==> config.mk <==
export PLATFORM = sky130hd
export DESIGN_NAME = uart_wake_rx
export DESIGN_NICKNAME = d
export VERILOG_FILES = /design/src/rtl/uart_wake_rx_pkg.sv /design/src/rtl/rx_line_sync.sv /design/src/rtl/rx_frame_engine.sv /design/src/rtl/rx_idle_detect.sv /design/src/rtl/rx_status_wake.sv /design/src/rtl/uart_wake_rx.sv
export SDC_FILE = /design/constraint.sdc
export NUM_CORES = 1
export LEC_CHECK = 0
export BUFFER_PORTS_ARGS = -buffer_cell sky130_fd_sc_hd__buf_2
export CAP_MARGIN = 5
export CELL_PAD_IN_SITES_DETAIL_PLACEMENT = 1
export CELL_PAD_IN_SITES_GLOBAL_PLACEMENT = 1
export CORE_ASPECT_RATIO = 0.6
export CORE_MARGIN = 8
export CORE_UTILIZATION = 45
export DETAILED_ROUTE_END_ITERATION = 7
export MAX_ROUTING_LAYER = met4
export PLACE_DENSITY = 0.8
export SLEW_MARGIN = 10
export SYNTH_ARGS = -nofsm -noshare
export SYNTH_HDL_FRONTEND = slang
export SYNTH_SLANG_ARGS = --single-unit
==> constraint.sdc <==
create_clock -name clk -period 1.8 [get_ports clk]
set_input_delay 0.27 -clock clk [delete_from_list [all_inputs] [get_ports clk]]
set_output_delay 0.27 -clock clk [all_outputs]
set_load 0.1 [all_outputs]
==> src/rtl/uart_wake_rx_pkg.sv <==
`timescale 1ns/1ps
// Shared types and helpers for the serial receiver with wakeup.
// Assumes nothing beyond IEEE 1800-2017 synthesizable subset.
package uart_wake_rx_pkg;

    typedef enum logic [1:0] {
        RX_IDLE,
        RX_START,
        RX_DATA,
        RX_STOP
    } rx_state_e;

    // Two-of-three vote.
    function automatic logic maj3(input logic a, input logic b, input logic c);
        return (a & b) | (a & c) | (b & c);
    endfunction

    // High when the three samples are not all equal.
    function automatic logic split3(input logic a, input logic b, input logic c);
        return !((a == b) && (b == c));
    endfunction

endpackage

==> src/rtl/rx_line_sync.sv <==
`timescale 1ns/1ps
// Resynchronises the asynchronous serial line into the clock domain.
// Assumes the line idles high, so every stage resets to 1.
module rx_line_sync #(
    parameter int STAGES = 2
) (
    input  logic clk,
    input  logic rst_n,
    input  logic din,
    output logic dout
);
    logic [STAGES-1:0] stage_q;

    // Shift the line through the synchroniser chain.
    always_ff @(posedge clk) begin
        if (!rst_n) stage_q <= '1;
        else        stage_q <= {stage_q[STAGES-2:0], din};
    end

    assign dout = stage_q[STAGES-1];
endmodule

==> src/rtl/rx_frame_engine.sv <==
`timescale 1ns/1ps
// Start detection, majority-vote bit sampling and framing.
// Assumes tick is a one-cycle enable at OSR times the bit rate. The
// tick that first sees a low line is tick 0 of the start cell. Each bit
// is decided at tick MID+1 from samples MID-1, MID and MID+1. The
// engine returns to idle right after the stop decision, so a start
// edge that follows at once is caught.
module rx_frame_engine
    import uart_wake_rx_pkg::*;
#(
    parameter int OSR       = 16,
    parameter int DATA_BITS = 8
) (
    input  logic                 clk,
    input  logic                 rst_n,
    input  logic                 tick,
    input  logic                 line,
    output logic                 busy_o,
    output logic                 done_o,
    output logic [DATA_BITS-1:0] word_o,
    output logic                 noise_o,
    output logic                 ferr_o
);
    localparam int CW    = $clog2(OSR);
    localparam int BW    = $clog2(DATA_BITS);
    localparam int MID   = OSR / 2;
    localparam logic [CW-1:0] SMP_A = CW'(MID - 1);
    localparam logic [CW-1:0] SMP_B = CW'(MID);
    localparam logic [CW-1:0] SMP_C = CW'(MID + 1);
    localparam logic [CW-1:0] LAST  = CW'(OSR - 1);
    localparam logic [BW-1:0] TOPB  = BW'(DATA_BITS - 1);

    rx_state_e            state_q;
    logic [CW-1:0]        cnt_q;
    logic [BW-1:0]        bit_q;
    logic                 smp_a_q, smp_b_q;
    logic [DATA_BITS-1:0] shreg_q;
    logic                 noisy_q;
    logic                 vote, split;

    // Vote on the two stored samples and the live third one.
    always_comb begin
        vote  = maj3(smp_a_q, smp_b_q, line);
        split = split3(smp_a_q, smp_b_q, line);
    end

    // Frame sequencer: count ticks, sample, decide bits, emit a word.
    always_ff @(posedge clk) begin
        if (!rst_n) begin
            state_q <= RX_IDLE;
            cnt_q   <= '0;
            bit_q   <= '0;
            smp_a_q <= 1'b1;
            smp_b_q <= 1'b1;
            shreg_q <= '0;
            noisy_q <= 1'b0;
            done_o  <= 1'b0;
            word_o  <= '0;
            noise_o <= 1'b0;
            ferr_o  <= 1'b0;
        end else begin
            done_o <= 1'b0;
            if (tick) begin
                if (state_q == RX_IDLE) begin
                    if (!line) begin
                        state_q <= RX_START;
                        cnt_q   <= CW'(1);
                    end
                end else begin
                    cnt_q <= (cnt_q == LAST) ? '0 : cnt_q + 1'b1;
                    if (cnt_q == SMP_A) smp_a_q <= line;
                    if (cnt_q == SMP_B) smp_b_q <= line;
                    if (cnt_q == SMP_C) begin
                        case (state_q)
                            RX_START: begin
                                if (vote) begin
                                    state_q <= RX_IDLE;
                                end else begin
                                    state_q <= RX_DATA;
                                    bit_q   <= '0;
                                    noisy_q <= split;
                                end
                            end
                            RX_DATA: begin
                                shreg_q <= {vote, shreg_q[DATA_BITS-1:1]};
                                noisy_q <= noisy_q | split;
                                if (bit_q == TOPB) state_q <= RX_STOP;
                                else               bit_q   <= bit_q + 1'b1;
                            end
                            default: begin
                                done_o  <= 1'b1;
                                word_o  <= shreg_q;
                                noise_o <= noisy_q | split;
                                ferr_o  <= !vote;
                                state_q <= RX_IDLE;
                            end
                        endcase
                    end
                end
            end
        end
    end

    assign busy_o = (state_q != RX_IDLE);


    done_pulse_chk: assert property (@(posedge clk) disable iff (!rst_n)
        done_o |=> !done_o);

endmodule

==> src/rtl/rx_idle_detect.sv <==
`timescale 1ns/1ps
// Detects a full frame time of idle line between characters.
// Assumes busy is high while a frame is being sampled. Produces one
// pulse per idle period. The period ends when the line goes low.
module rx_idle_detect #(
    parameter int OSR       = 16,
    parameter int IDLE_BITS = 10
) (
    input  logic clk,
    input  logic rst_n,
    input  logic tick,
    input  logic line,
    input  logic busy,
    output logic idle_det_o
);
    localparam int LIMIT = OSR * IDLE_BITS;
    localparam int W     = $clog2(LIMIT + 1);
    localparam logic [W-1:0] TOP = W'(LIMIT - 1);

    logic [W-1:0] cnt_q;
    logic         fired_q;

    // Count high ticks while no frame runs; fire once when the limit is reached.
    always_ff @(posedge clk) begin
        if (!rst_n) begin
            cnt_q      <= '0;
            fired_q    <= 1'b0;
            idle_det_o <= 1'b0;
        end else begin
            idle_det_o <= 1'b0;
            if (busy || !line) begin
                cnt_q   <= '0;
                fired_q <= 1'b0;
            end else if (tick && !fired_q) begin
                if (cnt_q == TOP) begin
                    idle_det_o <= 1'b1;
                    fired_q    <= 1'b1;
                    cnt_q      <= '0;
                end else begin
                    cnt_q <= cnt_q + 1'b1;
                end
            end
        end
    end


    idle_once_chk: assert property (@(posedge clk) disable iff (!rst_n)
        idle_det_o |=> !idle_det_o);

endmodule

==> src/rtl/rx_status_wake.sv <==
`timescale 1ns/1ps
// Receive data register, status flags and the sleep/wakeup bit.
// Assumes done_i is a one-cycle pulse carrying word_i, noise_i and
// ferr_i, and idle_det_i is a one-cycle pulse. A read in the same cycle
// as a completion lets the new word load. Setting sleep wins over any
// clear that arrives with it.
module rx_status_wake #(
    parameter int DATA_BITS = 8
) (
    input  logic                 clk,
    input  logic                 rst_n,
    input  logic                 done_i,
    input  logic [DATA_BITS-1:0] word_i,
    input  logic                 noise_i,
    input  logic                 ferr_i,
    input  logic                 idle_det_i,
    input  logic                 wake_mode,
    input  logic                 rwu_set,
    input  logic                 rwu_clr,
    input  logic                 rd_data,
    output logic [DATA_BITS-1:0] rx_data,
    output logic                 rdrf,
    output logic                 idle,
    output logic                 overrun,
    output logic                 noise,
    output logic                 frame_err,
    output logic                 rwu
);
    logic rdrf_q, idle_q, ovr_q, noise_q, ferr_q, rwu_q, armed_q;
    logic [DATA_BITS-1:0] data_q;
    logic mark_wake, line_wake, accept, load, lost;

    // Decide what this cycle's completion and idle events may do.
    always_comb begin
        mark_wake = done_i && rwu_q && wake_mode && word_i[DATA_BITS-1];
        line_wake = idle_det_i && rwu_q && !wake_mode;
        accept    = done_i && (!rwu_q || mark_wake);
        load      = accept && (!rdrf_q || rd_data);
        lost      = accept && rdrf_q && !rd_data;
    end

    // Data register and the flags set by a completed word.
    always_ff @(posedge clk) begin
        if (!rst_n) begin
            data_q  <= '0;
            rdrf_q  <= 1'b0;
            ovr_q   <= 1'b0;
            noise_q <= 1'b0;
            ferr_q  <= 1'b0;
        end else begin
            if (load) data_q <= word_i;
            if (load)         rdrf_q  <= 1'b1;
            else if (rd_data) rdrf_q  <= 1'b0;
            if (lost)         ovr_q   <= 1'b1;
            else if (rd_data) ovr_q   <= 1'b0;
            if (load && noise_i) noise_q <= 1'b1;
            else if (rd_data)    noise_q <= 1'b0;
            if (load && ferr_i)  ferr_q  <= 1'b1;
            else if (rd_data)    ferr_q  <= 1'b0;
        end
    end

    // Idle flag, gated by traffic since the last idle and by sleep.
    always_ff @(posedge clk) begin
        if (!rst_n) begin
            idle_q  <= 1'b0;
            armed_q <= 1'b0;
        end else begin
            if (idle_det_i && armed_q && !rwu_q) idle_q <= 1'b1;
            else if (rd_data)                    idle_q <= 1'b0;
            if (idle_det_i)  armed_q <= 1'b0;
            else if (accept) armed_q <= 1'b1;
        end
    end

    // Sleep bit: software sets, software or a wake event clears.
    always_ff @(posedge clk) begin
        if (!rst_n)                                 rwu_q <= 1'b0;
        else if (rwu_set)                           rwu_q <= 1'b1;
        else if (rwu_clr || mark_wake || line_wake) rwu_q <= 1'b0;
    end

    assign rx_data   = data_q;
    assign rdrf      = rdrf_q;
    assign idle      = idle_q;
    assign overrun   = ovr_q;
    assign noise     = noise_q;
    assign frame_err = ferr_q;
    assign rwu       = rwu_q;


    sleep_inhibit_chk: assert property (@(posedge clk) disable iff (!rst_n)
        $past(rwu_q) && rwu_q && !$past(rwu_set) |->
            !$rose(rdrf_q) && !$rose(idle_q) && !$rose(ovr_q) &&
            !$rose(noise_q) && !$rose(ferr_q) && $stable(data_q));


    overrun_keep_chk: assert property (@(posedge clk) disable iff (!rst_n)
        $rose(ovr_q) |-> $stable(data_q));


    line_wake_chk: assert property (@(posedge clk) disable iff (!rst_n)
        $fell(rwu_q) && !$past(rwu_clr) && !$past(wake_mode) |-> $past(idle_det_i));


    mark_wake_chk: assert property (@(posedge clk) disable iff (!rst_n)
        $fell(rwu_q) && !$past(rwu_clr) && $past(wake_mode) |->
            $past(done_i) && $past(word_i[DATA_BITS-1]));

endmodule

==> src/rtl/uart_wake_rx.sv <==
`timescale 1ns/1ps
// Top of the serial receiver with sleep and wakeup.
// Assumes tick16 is a one-cycle enable at 16x the bit rate and rxd
// idles high. Chains synchroniser, frame engine, idle detector and the
// status/wakeup register block.
module uart_wake_rx #(
    parameter int OSR         = 16,
    parameter int DATA_BITS   = 8,
    parameter int IDLE_BITS   = 10,
    parameter int SYNC_STAGES = 2
) (
    input  logic                 clk,
    input  logic                 rst_n,
    input  logic                 tick16,
    input  logic                 rxd,
    input  logic                 wake_mode,
    input  logic                 rwu_set,
    input  logic                 rwu_clr,
    input  logic                 rd_data,
    output logic [DATA_BITS-1:0] rx_data,
    output logic                 rdrf,
    output logic                 idle,
    output logic                 overrun,
    output logic                 noise,
    output logic                 frame_err,
    output logic                 rwu
);
    logic                 line_s, busy, done, w_noise, w_ferr, idle_det;
    logic [DATA_BITS-1:0] word;

    rx_line_sync #(.STAGES(SYNC_STAGES)) sync_i (
        .clk(clk), .rst_n(rst_n), .din(rxd), .dout(line_s)
    );

    rx_frame_engine #(.OSR(OSR), .DATA_BITS(DATA_BITS)) frame_i (
        .clk(clk), .rst_n(rst_n), .tick(tick16), .line(line_s),
        .busy_o(busy), .done_o(done), .word_o(word),
        .noise_o(w_noise), .ferr_o(w_ferr)
    );

    rx_idle_detect #(.OSR(OSR), .IDLE_BITS(IDLE_BITS)) idle_i (
        .clk(clk), .rst_n(rst_n), .tick(tick16), .line(line_s),
        .busy(busy), .idle_det_o(idle_det)
    );

    rx_status_wake #(.DATA_BITS(DATA_BITS)) stat_i (
        .clk(clk), .rst_n(rst_n), .done_i(done), .word_i(word),
        .noise_i(w_noise), .ferr_i(w_ferr), .idle_det_i(idle_det),
        .wake_mode(wake_mode), .rwu_set(rwu_set), .rwu_clr(rwu_clr),
        .rd_data(rd_data), .rx_data(rx_data), .rdrf(rdrf), .idle(idle),
        .overrun(overrun), .noise(noise), .frame_err(frame_err), .rwu(rwu)
    );
endmodule

# Word level (Yosys, flattened, before mapping)
# Index checks and enable logic that the tools add are counted.
[word_totals]
word_cells = 129
output_inout_bits = 14
in_bits = 8
regBits = 58
[classes]
n_mux = 25
reduce_logical = 52
n_addsub = 3
n_bitwise = 12
n_eq_ne = 14
[op_table]
columns = ["operator", "n"]
rows = [
  ["$reduce_bool 2->1", 9],
  ["$logic_and 1x1->1", 15],
  ["$eq 4x4->1 const B", 3],
  ["$mux 4", 3],
  ["$reduce_and 4->1", 3],
  ["$mux 1", 11],
  ["$mux 2", 5],
  ["$add 8x1->8 const B", 1],
  ["$eq 8x8->1 const B", 1],
  ["$logic_not 1->1", 8],
  ["$mux 8", 1],
  ["$mux 3", 2],
  ["$ne 2x2->1 const B", 3],
  ["$not 1->1", 6],
  ["$pmux 3 s2", 1],
  ["$reduce_and 3->1", 2],
  ["$reduce_and 6->1", 1],
  ["$reduce_or 2->1", 3],
  ["$logic_or 1x1->1", 5],
  ["$reduce_and 5->1", 1],
  ["$add 4x1->4 const B", 1],
  ["$eq 4x3->1 const B", 1],
  ["$pmux 2 s2", 1],
  ["$reduce_and 2->1", 2],
  ["other kinds (12)", 17],
]

# Logic depth before layout (Yosys ltp)
[depth]
ltp_word = 8
depth_mapped = 8
mapped_depth_nobuf = 6

# Modules after synthesis
# From an unflattened synthesis, not the netlist that was laid out.
[unflattened]
hier_cells = 265
hier_area_um2 = 2638.8
[by_module_without_submodules]
columns = ["module", "cells_each", "area_per_inst_um2", "instances"]
rows = [
  ["rx_frame_engine", 145, 1493.9, 1],
  ["rx_status_wake", 66, 619.3, 1],
  ["rx_idle_detect", 50, 473.0, 1],
  ["rx_line_sync", 4, 52.6, 1],
]

# Worst setup path before layout
# No wires, ideal clock.
[synth_path]
path_kind = "register to register"
startpoint = "reg stat_i.rwu_q (netlist: stat_i.rwu)"
endpoint = "reg stat_i.data_q[0] (netlist: stat_i.rx_data[0])"
n_path_buf = 1
required_ns = 1.680
setup_ns = 0.120
arrival_ns = 1.833
synth_period_minus_slack_ns = 1.953
path_stages_with_launch = 6
path_slack_ns = -0.153
cell_sequence = "dfxtp_1 -> a21bo_2 -> nand3_1 -> buf_2 -> mux2i_1 -> nor2b_1"
[synth_via]
elab_chain_cells = 6
[synth_lines]
columns = ["item", "line_no", "text"]
rows = [
  ["start, declared", "rx_status_wake.sv:29", "logic rdrf_q, idle_q, ovr_q, noise_q, ferr_q, rwu_q, armed_q;"],
  ["start signal, assigned", "rx_status_wake.sv:78", "if (!rst_n) rwu_q <= 1'b0;"],
  ["start signal, assigned", "rx_status_wake.sv:79", "else if (rwu_set) rwu_q <= 1'b1;"],
  ["start signal, assigned", "rx_status_wake.sv:80", "else if (rwu_clr || mark_wake || line_wake) rwu_q <= 1'b0;"],
  ["$logic_and 1x1->1 (3 in series)", "rx_status_wake.sv:35", "mark_wake = done_i && rwu_q && wake_mode && word_i[DATA_BITS-1];"],
  ["$logic_or 1x1->1 (*)", "rx_status_wake.sv:37", "accept = done_i && (!rwu_q || mark_wake);"],
  ["$logic_and 1x1->1 (*)", "rx_status_wake.sv:37", ""],
  ["$logic_and 1x1->1 (*)", "rx_status_wake.sv:38", "load = accept && (!rdrf_q || rd_data);"],
  ["end signal, assigned", "rx_status_wake.sv:51", "if (load) data_q <= word_i;"],
  ["end, declared", "rx_status_wake.sv:30", "logic [DATA_BITS-1:0] data_q;"],
]
# Every way passes the cells marked *; elsewhere a longest branch is shown, timed or not.
# A chain may end at the register's enable or synchronous reset.

# Final worst setup path
[layout_path]
startpoint = "reg frame_i.state_q[1]"
endpoint = "reg frame_i.bit_q[2]"
[layout_via]
elab_chain_cells = 3
[layout_lines]
columns = ["item", "line_no", "text"]
rows = [
  ["start, declared", "rx_frame_engine.sv:33", "rx_state_e state_q;"],
  ["start signal, assigned", "rx_frame_engine.sv:50", "state_q <= RX_IDLE;"],
  ["start signal, assigned", "rx_frame_engine.sv:66", "state_q <= RX_START;"],
  ["start signal, assigned", "rx_frame_engine.sv:77", "state_q <= RX_IDLE;"],
  ["$eq 2x2->1, or another cell as far along", "rx_frame_engine.sv:74", "case (state_q)"],
  ["$ne 2x2->1 (no line), or another cell as far along", "n/a", ""],
  ["$reduce_and 6->1 (no line)", "n/a", ""],
  ["end signal, assigned", "rx_frame_engine.sv:88", "else bit_q <= bit_q + 1'b1;"],
  ["end, declared", "rx_frame_engine.sv:35", "logic [BW-1:0] bit_q;"],
]
# Several ways; a longest one is shown, not always the timed one.

==> results summary <==
The full die area came out at 0.00850 mm². The leading cell type by number of instances after synthesis is sky130_fd_sc_hd__dfxtp_1. The post-cts hold buffer count came out at 0. Clock-pin slew was measured on the worst setup and hold paths at 0.07 ns.

The total track usage came out at 15.5%. The required time at the worst-slack endpoint came out at 2.07 ns. The top cell type's share of synthesized area is 45.0%. After synthesis, the most frequently instantiated cells are 58 x sky130_fd_sc_hd__dfxtp_1, 35 x sky130_fd_sc_hd__nand2_1, 19 x sky130_fd_sc_hd__mux2i_1, 19 x sky130_fd_sc_hd__nor2b_1, 13 x sky130_fd_sc_hd__inv_1. Entering global routing, the biggest net connects 54 pins. The number of design rule violations left after detail routing came out at 0.

The number of clock buffers inserted by TritonCTS came out at 9. The final-report max-slew violation count came out at 0. Across the VDD grid, the largest voltage drop is 0.443 mV. The routed length per instance is 15.1 µm. The number of antenna violations at the first check in global routing is 0. The fraction of layout instances using a drive strength above 1 is 20.0%.

The placement-stage cell area is 0.00282 mm². The slew at the pin closest to its max-slew limit is 0.520 ns. The design area is 0.00301 mm². The number of standard cells after synthesis came out at 269.

The tightest min-delay check is of the input port to register type. The first global-routing pass estimated 9940 µm of wire. Port buffering added 21 buffers.

The total count of hold-check failures in the final report is 0. The nature of the critical path endpoint is a register. The die width came out at 114 µm. The CTS sink count came out at 58. In this run the number of H-tree levels came out at 3. The y dimension of the die came out at 74.7 µm. The number of placement rows came out at 21.

In this run the worst path has a maximum fanout of 8. The synthesized flop and latch total is 58. Clock skew on the completed layout was measured at 0.00614 ns.

The relative max-transition margin came out at 65.0%. The total vias in the final route is 1988. The net count of the finished layout is 320. The starting utilization of the core area is 46.4%. The critical path start-end classification is register to register.

The top-level port count came out at 22. The detailed-router iteration count before antenna repair is 6. The post-detailed-route count of antenna-violating nets is 0.

Overall power consumption after layout is estimated at 0.00262 W. The worst setup path is launched from a register. The number of nets in the synthesized netlist came out at 289.

The number of design-rule violations left by the first detailed-router iteration came out at 87. The maximum number of buffers from clock root to sink came out at 2. The final worst setup slack came out at 0.118 ns. The clock root buffer is sky130_fd_sc_hd__clkbuf_8. The sequential-to-total area share from yosys stat came out at 45.0%. The accumulated negative setup slack came out at 0 ns.

Setup repair after global routing left no endpoint under its margin. The insertion delay of the later-clocked pin in the worst-skew pair is 0.34 ns. 0 antenna diodes ended up in the layout. Sorting the synthesized cells by area gives the leading types as sky130_fd_sc_hd__dfxtp_1 45%, sky130_fd_sc_hd__mux2i_1 7.4%, sky130_fd_sc_hd__ha_1 5.8%, sky130_fd_sc_hd__nand2_1 5.1%, sky130_fd_sc_hd__nor2b_1 4.6%. The filler cell count came out at 673.

The via count of the first global-routing pass is 2028. The async set or reset register ratio after synthesis came out at 0%. The leakage power of the design came out at 1.23 nW. The number of cells upsized or downsized after cts is 1. The run finished with clean final reports. The final estimated routing congestion in global placement is 0.812.

Post-CTS timing repair inserted 0 buffers for setup. Yosys mapped the design onto 49 distinct sky130hd cell types. The biggest area contributor in the post-synthesis netlist is sky130_fd_sc_hd__dfxtp_1. The cell area after synthesis is 0.00258 mm². The worst slack at placement is 0.0476 ns. The shortest clock period the worst path allows after layout came out at 1.68 ns. For this block, the routed nets add up to 5810 µm of wire. The predominant post-synthesis flop cell is sky130_fd_sc_hd__dfxtp_1.

After legalization and detailed placement, the total HPWL measured 4090 µm. The TritonCTS clock tree is yes. The post-route clock period utilization is 93.5%. For the worst setup path, the data arrival time is 1.95 ns. The max-cap check violation count came out at 0. In this run, synthesis inferred 0 flip-flops with an integrated enable.

The Yosys step of the flow raised 0 warnings. After synthesis, the mean cell area works out to 9.60 µm². Summed over all layers, the global routing overflow is 0. The highest achievable clock rate is 594 MHz.

The layout-stage area growth over the synthesis result is 16.7%. After detailed routing, the number of vias per cell comes to 5.16. The final-report setup violation count is 0. Power spread over the standard cell area amounts to 870 mW/mm².

The core footprint is 0.00557 mm².
layer usage:
| metal | wire length [µm] | up-vias | track usage [%] |
|---|---|---|---|
| met5 | 0 | - | - |
| li1 | - | 996 | - |
| met2 | 2520 | 35 | 23.0 |
| met4 | 35 | 0 | 3.95 |
| met3 | 298 | 4 | 6.24 |
| met1 | 2960 | 953 | 19.3 |
layout make-up:
cell class / instances / area (µm²) / area share (%)
clock buffer: 9 / 124 / 4.11
tap: 80 / 100 / 3.32
clock inverter: 7 / 68.8 / 2.28
timing repair buffer: 31 / 193 / 6.40
multi-input combinational: 187 / 1320 / 43.6
inverter: 13 / 48.8 / 1.62
sequential: 58 / 1160 / 38.6
metrics by stage:
stage                     hold WS (ns)  util, %  std cells
final                            0.111     54.1        385
after global routing             0.102     54.1        385
after CTS                       0.0939     54.0        385
after detailed placement         0.397     50.5        369
after global placement           0.391     50.5        369
after floorplan                  0.346        -        269
cell usage in the layout (no fill, tap or decap), types with 2 or more instances in the layout:
master	instances
sky130_fd_sc_hd__mux2i_1	19
sky130_fd_sc_hd__nor2b_1	19
sky130_fd_sc_hd__a21boi_1	3
sky130_fd_sc_hd__nand4b_1	2
sky130_fd_sc_hd__nor2_1	9
sky130_fd_sc_hd__buf_2	21
sky130_fd_sc_hd__xnor2_1	2
sky130_fd_sc_hd__nand4_1	5
sky130_fd_sc_hd__and2_1	4
sky130_fd_sc_hd__nor3b_1	5
sky130_fd_sc_hd__o22ai_1	6
sky130_fd_sc_hd__clkbuf_8	9
sky130_fd_sc_hd__nand3_1	6
sky130_fd_sc_hd__xor2_1	4
sky130_fd_sc_hd__nand2b_1	7
sky130_fd_sc_hd__clkinv_2	3
sky130_fd_sc_hd__and3_1	2
sky130_fd_sc_hd__a21oi_1	4
sky130_fd_sc_hd__clkinvlp_4	2
sky130_fd_sc_hd__inv_1	13
sky130_fd_sc_hd__o21ai_0	4
sky130_fd_sc_hd__o221a_2	3
sky130_fd_sc_hd__nand2_1	35
sky130_fd_sc_hd__buf_4	9
sky130_fd_sc_hd__a31oi_1	2
sky130_fd_sc_hd__a21boi_0	10
sky130_fd_sc_hd__o21a_1	2
sky130_fd_sc_hd__ha_1	11
sky130_fd_sc_hd__dfxtp_1	56
sky130_fd_sc_hd__nor4_1	2
sky130_fd_sc_hd__dfxtp_2	2
logic make-up after synthesis:
logic type / Yosys count / synth area share, %
AND/OR/NAND/NOR: 107 / 22.8
flip-flops: 58 / 45.0
AO/OA/AOI/OAI: 43 / 12.8
buffers and inverters: 24 / 4.26
multiplexers: 19 / 7.36
adder cells (fa/ha/maj): 12 / 5.81
XOR/XNOR: 6 / 2.03
worst paths after layout:
path,depth (start not counted),slack (ns),from,endpoint
worst max-delay path,7,0.12,frame_i.state_q[1],frame_i.bit_q[2]
worst min-delay path,2,0.11,rxd,sync_i.stage_q[0]
worst max register to register,7,0.12,frame_i.state_q[1],frame_i.bit_q[2]
worst min register to register,1,0.41,sync_i.stage_q[0],sync_i.stage_q[1]
state kept, by name (all words and copies together), names as in the netlist, 2 cells and up:
register and count:
idle_i.cnt_q 8, frame_i.word_o 8, frame_i.state_q 2, frame_i.bit_q 3
stat_i.rx_data 8, sync_i.stage_q 2, frame_i.cnt_q 4, frame_i.shreg_q 8
power breakdown:
| part | leakage (nW) | internal (W) | switching [W] |
|---|---|---|---|
| sequential | 0.469 | 0.00129 | 0.0000121 |
| combinational | 0.666 | 0.0000530 | 0.0000726 |
| clock | 0.0954 | 0.000635 | 0.000553 |
critical path: stages (launching register included):
cell                       delay (ns)
sky130_fd_sc_hd__dfxtp_1         0.39
sky130_fd_sc_hd__inv_1           0.09
sky130_fd_sc_hd__ha_2            0.22
sky130_fd_sc_hd__nor2b_1         0.13
sky130_fd_sc_hd__buf_4           0.18
sky130_fd_sc_hd__o211ai_2        0.12
sky130_fd_sc_hd__or2_1           0.29
sky130_fd_sc_hd__o22ai_1         0.18
Note: power is estimated with default switching activity, not from simulation.
